<file path="config.mk">
export PLATFORM = sky130hd
export DESIGN_NAME = ctrace_unit
export DESIGN_NICKNAME = d
export VERILOG_FILES = /design/src/rtl/ctrace_pkg.sv /design/src/rtl/ctrace_ctrl.sv /design/src/rtl/ctrace_dpath.sv /design/src/rtl/ctrace_unit.sv
export SDC_FILE = /design/constraint.sdc
export NUM_CORES = 1
export LEC_CHECK = 0
export BUFFER_PORTS_ARGS = -buffer_cell sky130_fd_sc_hd__buf_4
export CORE_AREA = 4 4 172 300
export DETAILED_ROUTE_END_ITERATION = 6
export DIE_AREA = 0 0 176 304
export GPL_TIMING_DRIVEN = 0
export SLEW_MARGIN = 20
export SYNTH_ARGS = -nofsm -noshare
export SYNTH_HDL_FRONTEND = slang
export SYNTH_SLANG_ARGS = --single-unit
</file>
<file path="constraint.sdc">
create_clock -name clk -period 5.6 [get_ports clk]
set_clock_uncertainty 0.15 [all_clocks]
set_input_delay 0.56 -clock clk [delete_from_list [all_inputs] [get_ports clk]]
set_output_delay 0.56 -clock clk [all_outputs]
set_load 0.05 [all_outputs]
</file>
<file path="src/rtl/ctrace_pkg.sv">
package ctrace_pkg;

  typedef enum logic [1:0] {
    EV_CALL = 2'd0,
    EV_RET  = 2'd1,
    EV_MODE = 2'd2,
    EV_OVF  = 2'd3
  } ctrace_kind_e;

  // strobes from control to datapath, one cycle each
  typedef struct packed {
    logic pushOvf;
    logic pushMode;
    logic pushFlow;
    logic flowIsRet;
    logic pop;
  } ctrace_strobe_t;

endpackage

</file>
<file path="src/rtl/ctrace_ctrl.sv">
module ctrace_ctrl
  import ctrace_pkg::*;
#(
  parameter int DEPTH  = 4,
  parameter int MISS_W = 16,
  parameter int REG_W  = 5,
  parameter int RA_IDX = 1,
  localparam int CNT_W = $clog2(DEPTH + 1)
) (
  input  logic              clk,
  input  logic              rstN,
  input  logic              captureEn,
  input  logic              retValid,
  input  logic              retJal,
  input  logic              retJalr,
  input  logic [REG_W-1:0]  retRd,
  input  logic [REG_W-1:0]  retRs1,
  input  logic [1:0]        privMode,
  input  logic              evReady,
  input  logic [CNT_W-1:0]  qCount,
  output ctrace_strobe_t    strb,
  output logic [MISS_W-1:0] missCount
);

  localparam logic [REG_W-1:0] RA = REG_W'(RA_IDX);

  logic [1:0]       lastMode;
  logic             modeChange, isCall, isRet, flowEv, wantOvf;
  logic [CNT_W-1:0] freeSlots, leftAfterOvf, leftAfterMode;
  logic [1:0]       drops;
  logic [MISS_W-1:0] missBase;
  logic [MISS_W:0]  missSum;

  // event decode
  always_comb begin
    modeChange = captureEn && (privMode != lastMode);
    isCall     = retValid && (retJal || retJalr) && (retRd == RA);
    isRet      = retValid && retJalr && (retRs1 == RA) && (retRd == '0);
    flowEv     = captureEn && (isCall || isRet);
  end

  // slot allocation: overflow record, then mode, then call/return
  always_comb begin
    wantOvf       = (missCount != '0);
    freeSlots     = CNT_W'(DEPTH) - qCount;
    strb.pushOvf  = wantOvf && (freeSlots != '0);
    leftAfterOvf  = freeSlots - CNT_W'(strb.pushOvf);
    strb.pushMode = modeChange && (leftAfterOvf != '0);
    leftAfterMode = leftAfterOvf - CNT_W'(strb.pushMode);
    strb.pushFlow = flowEv && (leftAfterMode != '0);
    strb.flowIsRet = !isCall;
    strb.pop      = (qCount != '0) && evReady;
    drops         = 2'(modeChange && !strb.pushMode) + 2'(flowEv && !strb.pushFlow);
    missBase      = strb.pushOvf ? '0 : missCount;
    missSum       = {1'b0, missBase} + (MISS_W + 1)'(drops);
  end

  always_ff @(posedge clk or negedge rstN) begin
    if (!rstN) begin
      lastMode  <= 2'd3;
      missCount <= '0;
    end else begin
      lastMode  <= privMode;
      missCount <= missSum[MISS_W] ? '1 : missSum[MISS_W-1:0];
    end
  end

endmodule

</file>
<file path="src/rtl/ctrace_dpath.sv">
module ctrace_dpath
  import ctrace_pkg::*;
#(
  parameter int ADDR_W = 32,
  parameter int TS_W   = 32,
  parameter int DEPTH  = 4,
  parameter int MISS_W = 16,
  localparam int CNT_W = $clog2(DEPTH + 1)
) (
  input  logic              clk,
  input  logic              rstN,
  input  ctrace_strobe_t    strb,
  input  logic [1:0]        privMode,
  input  logic [ADDR_W-1:0] retTarget,
  input  logic [MISS_W-1:0] missCount,
  output logic [CNT_W-1:0]  qCount,
  output logic              evValid,
  output logic [1:0]        evType,
  output logic [TS_W-1:0]   evTime,
  output logic [ADDR_W-1:0] evData
);

  // DEPTH is a power of two so the pointers wrap naturally
  localparam int PTR_W = $clog2(DEPTH);
  localparam int REC_W = 2 + TS_W + ADDR_W;

  logic [TS_W-1:0]  timeNow;
  logic [PTR_W-1:0] head, tail, modeIdx, flowIdx;
  logic [REC_W-1:0] ovfRec, modeRec, flowRec, headRec;
  logic [REC_W-1:0] slotRec [DEPTH];
  ctrace_kind_e     flowKind;

  always_comb begin
    flowKind = strb.flowIsRet ? EV_RET : EV_CALL;
    ovfRec   = {EV_OVF, timeNow, ADDR_W'(missCount)};
    modeRec  = {EV_MODE, timeNow, ADDR_W'(privMode)};
    flowRec  = {flowKind, timeNow, retTarget};
    modeIdx  = tail + PTR_W'(strb.pushOvf);
    flowIdx  = modeIdx + PTR_W'(strb.pushMode);
  end

  for (genvar s = 0; s < DEPTH; s++) begin : g_slot
    logic [REC_W-1:0] rec;
    always_ff @(posedge clk or negedge rstN) begin
      if (!rstN) begin
        rec <= '0;
      end else if (strb.pushFlow && flowIdx == PTR_W'(s)) begin
        rec <= flowRec;
      end else if (strb.pushMode && modeIdx == PTR_W'(s)) begin
        rec <= modeRec;
      end else if (strb.pushOvf && tail == PTR_W'(s)) begin
        rec <= ovfRec;
      end
    end
    assign slotRec[s] = rec;
  end

  always_ff @(posedge clk or negedge rstN) begin
    if (!rstN) begin
      timeNow <= '0;
      head    <= '0;
      tail    <= '0;
      qCount  <= '0;
    end else begin
      timeNow <= timeNow + 1'b1;
      head    <= head + PTR_W'(strb.pop);
      tail    <= tail + PTR_W'(strb.pushOvf) + PTR_W'(strb.pushMode) + PTR_W'(strb.pushFlow);
      qCount  <= qCount + CNT_W'(strb.pushOvf) + CNT_W'(strb.pushMode)
               + CNT_W'(strb.pushFlow) - CNT_W'(strb.pop);
    end
  end

  always_comb begin
    headRec = slotRec[head];
    evValid = (qCount != '0);
    evType  = headRec[REC_W-1 -: 2];
    evTime  = headRec[ADDR_W +: TS_W];
    evData  = headRec[ADDR_W-1:0];
  end

endmodule

</file>
<file path="src/rtl/ctrace_unit.sv">
module ctrace_unit
  import ctrace_pkg::*;
#(
  parameter int ADDR_W = 32,
  parameter int TS_W   = 32,
  parameter int DEPTH  = 4,
  parameter int MISS_W = 16,
  parameter int REG_W  = 5,
  parameter int RA_IDX = 1
) (
  input  logic              clk,
  input  logic              rstN,
  input  logic              captureEn,
  input  logic              retValid,
  input  logic              retJal,
  input  logic              retJalr,
  input  logic [REG_W-1:0]  retRd,
  input  logic [REG_W-1:0]  retRs1,
  input  logic [ADDR_W-1:0] retTarget,
  input  logic [1:0]        privMode,
  output logic              evValid,
  input  logic              evReady,
  output logic [1:0]        evType,
  output logic [TS_W-1:0]   evTime,
  output logic [ADDR_W-1:0] evData
);

  localparam int CNT_W = $clog2(DEPTH + 1);

  ctrace_strobe_t    strb;
  logic [CNT_W-1:0]  qCount;
  logic [MISS_W-1:0] missCount;

  ctrace_ctrl #(
    .DEPTH(DEPTH), .MISS_W(MISS_W), .REG_W(REG_W), .RA_IDX(RA_IDX)
  ) u_ctrl (
    .clk(clk), .rstN(rstN), .captureEn(captureEn),
    .retValid(retValid), .retJal(retJal), .retJalr(retJalr),
    .retRd(retRd), .retRs1(retRs1), .privMode(privMode),
    .evReady(evReady), .qCount(qCount), .strb(strb), .missCount(missCount)
  );

  ctrace_dpath #(
    .ADDR_W(ADDR_W), .TS_W(TS_W), .DEPTH(DEPTH), .MISS_W(MISS_W)
  ) u_dpath (
    .clk(clk), .rstN(rstN), .strb(strb), .privMode(privMode),
    .retTarget(retTarget), .missCount(missCount), .qCount(qCount),
    .evValid(evValid), .evType(evType), .evTime(evTime), .evData(evData)
  );

endmodule

</file>
### After elaboration in Yosys (flattened, before gate mapping)

Index checks and enable logic that the tools add are counted.

| cells by class | value |
|---|---|
| muxes and demuxes | 18 |
| reductions and logical operators | 42 |
| equality and inequality tests | 12 |
| order comparisons | 1 |
| bitwise logic cells | 1 |
| $add $sub $neg | 14 |

Operators by type and width:

| kind | count |
|---|---|
| $mux W66 | 14 |
| $bmux W66 S2 | 1 |
| $add A32 B1 Y32 const B | 1 |
| $mux W16 | 2 |
| $logic_and A1 B1 Y1 | 25 |
| $reduce_bool A3 Y1 | 8 |
| $add A16 B2 Y17 | 1 |
| $reduce_bool A16 Y1 | 1 |
| $eq A2 B2 Y1 const B | 6 |
| $eq A5 B1 Y1 const B | 2 |
| $add A3 B1 Y3 | 3 |
| $sub A3 B1 Y3 | 3 |
| $add A2 B1 Y2 | 4 |
| $eq A2 B1 Y1 const B | 3 |
| $logic_not A2 Y1 | 3 |
| $logic_not A5 Y1 | 1 |
| $ge A3 B3 Y1 const B | 1 |
| $not A2 Y3 | 1 |
| $sub A3 B3 Y3 const A | 1 |
| $add A1 B1 Y2 | 1 |
| $logic_not A1 Y1 | 2 |
| $logic_or A1 B1 Y1 | 2 |
| $ne A2 B2 Y1 | 1 |
| $mux W1 | 1 |

| storage, ports and cells | value |
|---|---|
| word-level logic and storage cells | 98 |
| register bits | 321 |

### Logic depth before layout (Yosys ltp)

Gate-level depths: netlist (run 1).

| depth | value |
|---|---|
| depth in word-level cells | 14 |
| mapped depth | 23 |
| mapped depth without buffers | 20 |

### Hierarchy

A second synthesis (run 1) with hierarchy kept.

| second synthesis, totals | value |
|---|---|
| cells, all modules | 1128 |
| area, all modules | 15178.3 sq um |

By module, submodules not included:

| module | area an instance (sq um) | cells each | times used |
|---|---|---|---|
| ctrace_dpath | 13983.4 | 999 | 1 |
| ctrace_ctrl | 1194.9 | 129 | 1 |

### Worst setup path before layout (run 1)

No wires, ideal clock.

| path | value |
|---|---|
| path kind | flip-flop to flip-flop |
| start point | register u_dpath.qCount[0] |
| end point | register u_ctrl.missCount[11] |
| setup time | 83 ps |
| clock period less this slack | 4996 ps |
| arrival time | 4762 ps |
| stages on the path, launching flop included | 24 |
| slack | 604 ps |
| required time | 5367 ps |
| cells stage by stage | dfrtp_1 -> inv_1 -> ha_1 -> ha_1 -> a41oi_2 -> buf_2 -> clkbuf_1 -> clkbuf_1 -> ha_1 -> ha_1 -> and2_1 -> a221o_1 -> clkinv_1 -> ha_1 -> xor3_1 -> nand4_1 -> fa_1 -> inv_1 -> ha_1 -> nand3_1 -> nor3_1 -> nand3b_1 -> clkbuf_1 -> o21ai_0 |

| on the way | value |
|---|---|
| word-level cells in the longest chain between the ends | 14 |

RTL lines:

| element | RTL line | source |
|---|---|---|
| from (decl) | ctrace_dpath.sv:16 | `output logic [CNT_W-1:0] qCount,` |
| from (signal assigned) | ctrace_dpath.sv:68 | `qCount <= qCount + CNT_W'(strb.pushOvf) + CNT_W'(strb.pushMode)` |
| $sub A3 B3 Y3 * | ctrace_ctrl.sv:45 | `freeSlots = CNT_W'(DEPTH) - qCount;` |
| $reduce_bool A3 Y1 | ctrace_ctrl.sv:46 | `strb.pushOvf = wantOvf && (freeSlots != '0);` |
| $logic_and A1 B1 Y1 | ctrace_ctrl.sv:46 |  |
| $sub A3 B1 Y3 | ctrace_ctrl.sv:47 | `leftAfterOvf = freeSlots - CNT_W'(strb.pushOvf);` |
| $reduce_bool A3 Y1 | ctrace_ctrl.sv:48 | `strb.pushMode = modeChange && (leftAfterOvf != '0);` |
| $logic_and A1 B1 Y1 | ctrace_ctrl.sv:48 |  |
| $sub A3 B1 Y3 | ctrace_ctrl.sv:49 | `leftAfterMode = leftAfterOvf - CNT_W'(strb.pushMode);` |
| $reduce_bool A3 Y1 | ctrace_ctrl.sv:50 | `strb.pushFlow = flowEv && (leftAfterMode != '0);` |
| $logic_and A1 B1 Y1 | ctrace_ctrl.sv:50 |  |
| $logic_not A1 Y1 | ctrace_ctrl.sv:53 | `drops = 2'(modeChange && !strb.pushMode) + 2'(flowEv && !strb.pushFlow);` |
| $logic_and A1 B1 Y1 | ctrace_ctrl.sv:53 |  |
| $add A1 B1 Y2 | ctrace_ctrl.sv:53 |  |
| $add A16 B2 Y17 * | ctrace_ctrl.sv:55 | `missSum = {1'b0, missBase} + (MISS_W + 1)'(drops);` |
| $mux W16 * | ctrace_ctrl.sv:64 | `missCount <= missSum[MISS_W] ? '1 : missSum[MISS_W-1:0];` |
| to (signal assigned) | ctrace_ctrl.sv:64 |  |
| to (decl) | ctrace_ctrl.sv:22 | `output logic [MISS_W-1:0] missCount` |

Mark *: on every way between the ends. The rest lies on a longest branch, timed or not.
A chain may end at the register's enable or synchronous reset.

### Worst setup path after layout (run 1)

| path | value |
|---|---|
| start point | register u_ctrl.missCount[1] |
| end point | register u_dpath.g_slot[3].rec[39] |

| on the way | value |
|---|---|
| word-level cells in the longest chain between the ends | 10 |

RTL lines:

| element | RTL line | source |
|---|---|---|
| $reduce_bool A16 Y1 * | ctrace_ctrl.sv:44 | `wantOvf = (missCount != '0);` |
| $logic_and A1 B1 Y1 * | ctrace_ctrl.sv:46 |  |
| $sub A3 B1 Y3 | ctrace_ctrl.sv:47 |  |
| $reduce_bool A3 Y1 | ctrace_ctrl.sv:48 |  |
| $logic_and A1 B1 Y1 | ctrace_ctrl.sv:48 |  |
| $sub A3 B1 Y3 | ctrace_ctrl.sv:49 |  |
| $reduce_bool A3 Y1 | ctrace_ctrl.sv:50 |  |
| $logic_and A1 B1 Y1 | ctrace_ctrl.sv:50 |  |
| $logic_and A1 B1 Y1 | ctrace_dpath.sv:47 | `end else if (strb.pushFlow && flowIdx == PTR_W'(s)) begin` |
| $reduce_bool A3 Y1 (no line) / $mux W66 (equally long branches) | -- |  |
| to (signal assigned) | ctrace_dpath.sv:48 | `rec <= flowRec;` |
| to (signal assigned) | ctrace_dpath.sv:50 | `rec <= modeRec;` |
| to (signal assigned) | ctrace_dpath.sv:52 | `rec <= ovfRec;` |
| to (decl) | ctrace_dpath.sv:43 | `logic [REC_W-1:0] rec;` |

Marks and branches as above.

==> results of run 1 <==
## cells in the final DEF, fill, tap and decap left out, types with 9 or more instances in the layout
cell / Yosys / final
sky130_fd_sc_hd__dfrtp_1: 319 / 319
sky130_fd_sc_hd__clkbuf_1: 36 / 37
sky130_fd_sc_hd__buf_6: 9 / 9
sky130_fd_sc_hd__inv_1: 15 / 15
sky130_fd_sc_hd__xnor2_1: 30 / 30
sky130_fd_sc_hd__and3_1: 29 / 29
sky130_fd_sc_hd__nor2_1: 17 / 17
sky130_fd_sc_hd__nor4b_1: 14 / 14
sky130_fd_sc_hd__o21bai_1: 19 / 19
sky130_fd_sc_hd__buf_4: 5 / 123
sky130_fd_sc_hd__ha_1: 16 / 16
sky130_fd_sc_hd__nand3_1: 19 / 19
sky130_fd_sc_hd__nand2_1: 78 / 78
sky130_fd_sc_hd__buf_2: 28 / 27
sky130_fd_sc_hd__and2_1: 9 / 9
sky130_fd_sc_hd__clkbuf_16: 0 / 35
sky130_fd_sc_hd__buf_1: 16 / 14
sky130_fd_sc_hd__mux2i_1: 46 / 46
sky130_fd_sc_hd__a22o_1: 64 / 64
sky130_fd_sc_hd__a21boi_0: 18 / 18
sky130_fd_sc_hd__xor2_1: 20 / 20
sky130_fd_sc_hd__mux2_2: 89 / 89
sky130_fd_sc_hd__mux4_2: 66 / 66
sky130_fd_sc_hd__nand4_1: 16 / 16
sky130_fd_sc_hd__o21ai_0: 72 / 72
sky130_fd_sc_hd__mux2_4: 34 / 34
## cell families after synthesis
logic type,after synthesis,synth area share (%)
mux,240,22.54
simple gates,229,8.254
xor+xnor,54,3.361
fa+ha+maj,19,1.668
flops,321,51.51
compound gates,205,9.176
buf+inv,112,3.489
## worst paths after layout
path	slack [ps]	to	start
worst max-delay path	190	u_dpath.g_slot[3].rec[39]	u_ctrl.missCount[1]
worst min-delay path	40	u_ctrl.lastMode[1]	privMode[1]
worst max register to register	190	u_dpath.g_slot[3].rec[39]	u_ctrl.missCount[1]
worst min register to register	330	u_dpath.g_slot[3].rec[41]	u_dpath.g_slot[3].rec[41]
max in group asynchronous	3500	u_dpath.g_slot[0].rec[46]	rstN
min in group asynchronous	450	u_dpath.g_slot[1].rec[26]	rstN
## where the power goes
group          switching [mW]  leakage [nW]  internal, mW
registers               0.198          4.34          2.66
clock network           0.965         0.540          1.29
logic                    2.12          3.97          1.27
## per-layer routing
layer	global-route usage [%]	share of wire [%]	vias up
met1	19.14	37	5563
met4	7.314	4.1	0
met5	0	0	-
met2	31.06	55	295
met3	2.361	4.3	95
li1	-	-	4678
## timing repair
item                                   CTS  global route
resized for setup                        9            13
setup buffers                            0             1
pin swaps                                0             1
hold buffers                             1             0
endpoints found under the hold margin   71             0
setup endpoints to repair              283           194
## state kept, by name (all words and copies together), names as in the netlist
| signal | flops |
|---|---|
| u_dpath.timeNow | 32 |
| u_dpath.head | 2 |
| u_ctrl.lastMode | 2 |
| u_dpath.tail | 2 |
| u_dpath.g_slot.rec | 264 |
| u_ctrl.missCount | 16 |
| u_dpath.qCount | 3 |
## layout make-up
type                            instances  area, um^2
Fill cell                            4863       30600
Sequential cell                       321        8035
Multi-Input combinational cell        747        7082
Clock buffer                           47       991.0
Timing Repair Buffer                  122       985.9
Tap cell                              660       825.8
Buffer                                 95       499.2
Clock inverter                         12       100.1
Inverter                               16       61.31
Antenna cell                            2       5.005
## through the flow
| step | power, mW | area (um^2) |
|---|---|---|
| after global routing | 8.917 | 18590 |
| after floorplan | 5.174 | 15600 |
| after global placement | 6.211 | 17300 |
| after detailed placement | 6.281 | 17390 |
| final | 8.496 | 18590 |
| after CTS | 8.586 | 18520 |
## critical path: stages (launching register included)
cell and delay (ps):
sky130_fd_sc_hd__dfrtp_1 360, sky130_fd_sc_hd__buf_2 190, sky130_fd_sc_hd__nor4_1 460, sky130_fd_sc_hd__a41oi_4 230, sky130_fd_sc_hd__buf_8 210, sky130_fd_sc_hd__buf_4 200
sky130_fd_sc_hd__ha_1 200, sky130_fd_sc_hd__ha_1 300, sky130_fd_sc_hd__and2_1 170, sky130_fd_sc_hd__a221o_2 470, sky130_fd_sc_hd__clkinv_2 140, sky130_fd_sc_hd__ha_1 200
sky130_fd_sc_hd__xnor3_1 260, sky130_fd_sc_hd__o211ai_2 330, sky130_fd_sc_hd__nor4_2 100, sky130_fd_sc_hd__buf_2 240, sky130_fd_sc_hd__nor3_2 280, sky130_fd_sc_hd__buf_6 240
sky130_fd_sc_hd__buf_6 190, sky130_fd_sc_hd__mux2_2 350
==> run summary, run 1 <==
## Run status
* finished, final reports clean — outcome

## Logic synthesis
* 51.51% — register area share after synthesis
* 0 — EDFF count, synth
* 1250 — Post-Syn Nets
* 13.22 um^2 — average instance area after synthesis
* 321 — Seq cells post-synth
* 100.0% — async set-or-reset flop fraction in the synthesized netlist
* sky130_fd_sc_hd__dfrtp_1 — predominant post-synthesis flop cell
* sky130_fd_sc_hd__dfrtp_1, sky130_fd_sc_hd__mux4_2, sky130_fd_sc_hd__mux2_2 — synth top area cells
* 62 — number of distinct library cells after synthesis
* sky130_fd_sc_hd__dfrtp_1, sky130_fd_sc_hd__mux2_2, sky130_fd_sc_hd__nand2_1 — most frequent cells after synthesis
* 1180 — synthesized instance count
* 0 — total number of yosys warnings
* sky130_fd_sc_hd__dfrtp_1 — largest area contributor in the synthesized netlist
* 15600 um^2 — combined area of all synthesized cells
* 51.18% — area share of the leading cell type in the synthesized netlist
* sky130_fd_sc_hd__dfrtp_1 — leading cell type by number of instances after synthesis

## Die
* 108 — std cell rows
* 118 — ports placed on the boundary
* 49190 um^2 — area of the placeable core
* 31.71% — effective utilization at floorplan
* 176 um — x dimension of the die
* 304 um — y dimension of the die
* 53500 um^2 — Total Die Area

## STA
* 43.69 ps — Hold Worst Slack
* 192.9 ps — smallest setup slack after layout
* 96.55% — final cycle utilization of the critical path
* 0.1849 GHz — maximum operating frequency
* no — unrepaired setup endpoints after global routing
* 25.39% — relative slew slack
* 0 ps — sum of negative setup slack
* 0 — number of max-slew violations in the final report
* 0 — Final Hold Vio Count
* 0 — setup violation total in the final timing report
* 1111 ps — pin slew with the least headroom to its limit
* 5407 ps — shortest clock period the worst path allows after layout

## Drt
* 5 — iteration count of the initial detailed-routing pass
* 10630 — via count
* 5.258 — average via count per standard cell
* 686 — detailed router's first-iteration violation count
* 45060 um — WL final
* 0 — number of remaining DRC errors
* 22.28 um — wire length per cell
* 0 — Routed Antenna Nets

## Worst setup path
* flip-flop — CP startpoint kind
* flip-flop — critical path capture point type
* 5850 ps — critical path required time
* 19 — r2r worst-path depth
* 19 — Worst Path Max Fanout
* 5660 ps — crit path DAT
* flip-flop to flip-flop — Critical Setup Path Class

## Clock network
* built — clock tree from TritonCTS
* 34 — number of CTS-inserted buffers
* 321 — clock sink count
* 70 ps — clock input transition at the sequential cells of the worst setup and hold paths
* 520 ps — clock insertion delay at the later pin of the skew report
* 3 — clock tree buffer depth
* sky130_fd_sc_hd__clkbuf_16 — cell chosen for the clock root
* 2 — H-tree depth

## Finish
* 2022 — count of non-filler cells in the finished layout
* 1407 — post-layout net count
* 32.35% — share of layout cells above drive strength 1
* 19.15% — Syn-to-layout area delta
* 37.78% — Util after Layout

## Hold path
* 1 — Min-Delay Path Depth
* primary input to flip-flop — Hold Crit Class

## Placement
* 0.9108 — GPL Wtd Cong
* 31820 um — half-perimeter wire length after detailed placement
* -995.5 ps — worst-case setup slack after placement
* 1960 — number of instances in the placed design
* 117 — count of port buffers added during placement

## Global route
* 0 — Remaining Overflow, GRT
* 69980 um — first-pass GRT wire length
* 16.82% — Total Routing Usage GR
* 2 — antenna violations before repair
* 107 — pin count of the biggest net entering global routing
* 11570 — via count of the first global-routing pass

## Power and ir drop
* 8.842 nW — Leak
* 0.2210 mV — IR drop worst, VDD
* 457.1 nW/um^2 — power per cell area

## Flow run
* 0 — maximum capacitance violations

Power figures use the tool's default switching activity.
==> inputs of run 2 (changes only) <==
--- a/config.mk
+++ b/config.mk
@@ -10,6 +10,7 @@
 export DETAILED_ROUTE_END_ITERATION = 6
 export DIE_AREA = 0 0 176 304
 export GPL_TIMING_DRIVEN = 0
+export HOLD_SLACK_MARGIN = 0.08
 export SLEW_MARGIN = 20
 export SYNTH_ARGS = -nofsm -noshare
 export SYNTH_HDL_FRONTEND = slang
==> constraint.sdc (replaced) <==
create_clock -name clk -period 6.5 [get_ports clk]
set_clock_uncertainty 0.15 [all_clocks]
set_input_delay 0.65 -clock clk [delete_from_list [all_inputs] [get_ports clk]]
set_output_delay 0.65 -clock clk [all_outputs]
set_load 0.05 [all_outputs]
==> run 2 against run 1 <==
Against the previous run:
- via count about the same
- count of clock-buffer cells in the layout unchanged
- combinational power is 14% lower
- setup slack improved by 390 ps
- clock power is 14% lower
- register-to-register slack gained 390 ps
- largest cell class unchanged
- worst hold slack improved by 86 ps
- cell area fell by 0.44%
- sequential share of layout area increased by 0.19 points
- largest power group unchanged
- critical path type unchanged
- cell count barely moved
- core utilization shrank 0.17 points
==> run summary, run 2 (synthesis gave the netlist of run 1 again) <==
## Worst setup path
* 6780 ps — critical path required time, +930 ps
* 19 — Worst Path Max Fanout, unchanged
* flip-flop — critical path capture point type
* flip-flop to flip-flop — Critical Setup Path Class
* 6190 ps — crit path DAT, +530 ps
* flip-flop — CP startpoint kind

## Placement
* 0.9108 — GPL Wtd Cong, unchanged
* 17390 um^2 — Placed Instance Area, unchanged
* 1960 — number of instances in the placed design, unchanged
* 31820 um — half-perimeter wire length after detailed placement, unchanged
* 117 — count of port buffers added during placement, unchanged

## Run status
* finished, final reports clean — outcome

## Clock network
* 34 — number of CTS-inserted buffers, unchanged
* built — clock tree from TritonCTS
* 3 — clock tree buffer depth, unchanged
* sky130_fd_sc_hd__clkbuf_16 — cell chosen for the clock root
* 321 — clock sink count, unchanged
* 0 — post-CTS setup buffers, unchanged
* 70 ps — clock input transition at the sequential cells of the worst setup and hold paths, about the same
* 520 ps — clock insertion delay at the later pin of the skew report, about the same
* 2 — H-tree depth, unchanged

## Drt
* 44850 um — WL final, -0.45%
* 0 — Routed Antenna Nets, unchanged
* 5.259 — average via count per standard cell, about the same
* 10630 — via count, -0.019%
* 651 — detailed router's first-iteration violation count, -5.1%
* 0 — number of remaining DRC errors, unchanged
* 22.19 um — wire length per cell, -0.40%
* 5 — iteration count of the initial detailed-routing pass, unchanged

## Power and ir drop
* 0.1904 mV — IR drop worst, VDD, -14%
* 39.7% — part of the power in combinational logic, -0.2 points
* 33.7% — register share of total power, about the same
* 8.805 nW — Leak, -0.41%
* 394.5 nW/um^2 — power per cell area, -14%
* 4.478 mW — internal power consumption, -14%
* 26.6% — proportion of power drawn by the clock network, about the same
* 38.65% — switch share, about the same
* 2.821 mW — total net switching power, -14%

## Die
* 31.71% — effective utilization at floorplan, unchanged
* 53500 um^2 — Total Die Area, unchanged
* 304 um — y dimension of the die, unchanged
* 176 um — x dimension of the die, unchanged
* 118 — ports placed on the boundary, unchanged
* 108 — std cell rows, unchanged
* 49190 um^2 — area of the placeable core, unchanged

## STA
* 0.1691 GHz — maximum operating frequency, -8.6%
* 28.07% — relative slew slack, +2.7 points
* 0 — number of max-slew violations in the final report, unchanged
* 5914 ps — shortest clock period the worst path allows after layout, +507.0 ps
* 90.99% — final cycle utilization of the critical path, -5.6 points
* no — unrepaired setup endpoints after global routing
* 0 — Final Hold Vio Count, unchanged
* 0 — setup violation total in the final timing report, unchanged
* 1071 ps — pin slew with the least headroom to its limit, -39.89 ps

## Flow run
* 0 — maximum capacitance violations, unchanged

## Finish
* 264 — flip-flop count of the largest register after layout, unchanged
* 18.62% — Syn-to-layout area delta
* u_dpath.g_slot.rec — register name with the most flops
* 18500 um^2 — post-route standard cell area excluding fillers, -0.44%
* 31.57% — share of layout cells above drive strength 1, -0.79 points
* sky130_fd_sc_hd__dfrtp_1, sky130_fd_sc_hd__buf_4, sky130_fd_sc_hd__mux2_2, sky130_fd_sc_hd__nand2_1, sky130_fd_sc_hd__o21ai_0 — top library cells by usage in the layout, fill and taps aside
* u_dpath.g_slot.rec x264, u_dpath.timeNow x32, u_ctrl.missCount x16 — largest registers
* sky130_fd_sc_hd__dfrtp_1 — most common library cell in the layout ignoring fill and taps
* 4869 — number of fill cells, +0.12%
* 2021 — count of non-filler cells in the finished layout, -0.049%
* 1406 — post-layout net count, -0.071%

## Global route
* 0 — Remaining Overflow, GRT, unchanged
* met2 — most utilized layer in the global route result
* 11550 — via count of the first global-routing pass, -0.14%
* 19.18% — met1 layer usage reported by global route, +0.039 points
* 30.93% — met2 layer usage reported by global route, -0.13 points
* 16.82% — Total Routing Usage GR, about the same
* 2 — antenna violations before repair, unchanged
* 69950 um — first-pass GRT wire length, about the same
* 107 — pin count of the biggest net entering global routing, unchanged
* 2.361% — routing usage on met3, unchanged

## Hold path
* primary input to flip-flop — Hold Crit Class

-- run 2: worst max-delay path, cell delays in order, from the launching register on --
cell                       delay (ps)
sky130_fd_sc_hd__dfrtp_1          370
sky130_fd_sc_hd__inv_1             70
sky130_fd_sc_hd__ha_1             210
sky130_fd_sc_hd__ha_1             240
sky130_fd_sc_hd__a41oi_2          270
sky130_fd_sc_hd__buf_2            400
sky130_fd_sc_hd__clkbuf_2         360
sky130_fd_sc_hd__ha_1             220
sky130_fd_sc_hd__ha_1             200
sky130_fd_sc_hd__xor2_1           220
sky130_fd_sc_hd__a221o_1          360
sky130_fd_sc_hd__clkinv_1         310
sky130_fd_sc_hd__ha_1             300
sky130_fd_sc_hd__xor3_1           230
sky130_fd_sc_hd__nand4_1          140
sky130_fd_sc_hd__fa_1             400
sky130_fd_sc_hd__inv_1            120
sky130_fd_sc_hd__ha_1             160
sky130_fd_sc_hd__nand3_1          150
sky130_fd_sc_hd__nor3_1           340
sky130_fd_sc_hd__nand3b_1         180
sky130_fd_sc_hd__clkbuf_1         260
sky130_fd_sc_hd__o21ai_0          140
-- run 2: path summary, 6_finish.rpt --
kind	cells past startpoint	slack, ps	startpoint	endpoint
setup / recovery	22	590	u_dpath.qCount[0]	u_ctrl.missCount[9]
hold / removal	1	130	privMode[0]	u_ctrl.lastMode[0]
setup reg to reg	22	590	u_dpath.qCount[0]	u_ctrl.missCount[9]
hold reg to reg	1	330	u_dpath.g_slot[3].rec[41]	u_dpath.g_slot[3].rec[41]
max in group asynchronous	4	4320	rstN	u_dpath.g_slot[2].rec[46]
min in group asynchronous	2	530	rstN	u_dpath.g_slot[1].rec[26]
-- run 2: per-layer routing --
layer	part of all wire, %	up-vias
met3	4.2	99
met5	0	-
met2	55	303
met4	4.4	0
met1	37	5551
li1	-	4676
-- run 2: what timing repair did --
item,CTS,global route
hold endpoints to repair,71,0
gates resized for setup,3,0
hold buffers,1,0
endpoints found under the setup margin,42,89
-- run 2: through the flow --
stage | power (mW) | setup WS (ps) | TNS (ps) | hold slack [ps] | utilization (%)
floorplan | 4.458 | 1504 | 0 | 204.4 | -
global placement | 5.351 | -5.276 | -9.758 | 318.0 | 35.18
detailed placement | 5.412 | -95.54 | -260.8 | 330.1 | 35.36
CTS | 7.392 | 176.7 | 0 | 110.9 | 37.61
global route | 7.666 | 11.36 | 0 | 116.8 | 37.62
finish | 7.299 | 585.9 | 0 | 129.9 | 37.62
-- run 2: cell type report --
type	instances	area [um^2]	area share, %
timing repair buffer	121	978.4	5.288
clock inverter	12	100.1	0.5410
buffer	95	483.0	2.610
multi-input combinational	747	7024	37.96
antenna	2	5.005	0.02705
tap	660	825.8	4.463
sequential	321	8035	43.43
inverter	16	60.06	0.3246
clock buffer	47	991.0	5.356
-- run 2: power by group through the flow --
| stage | Sequential [mW] | Clock, mW | Combinational, mW |
|---|---|---|---|
| CTS | 2.45 | 1.99 | 2.94 |
| floorplan | 2.42 | 0 | 2.03 |
| finish | 2.46 | 1.94 | 2.90 |
| global placement | 2.47 | 0 | 2.88 |
| global route | 2.49 | 2.07 | 3.11 |
| detailed placement | 2.49 | 0 | 2.92 |
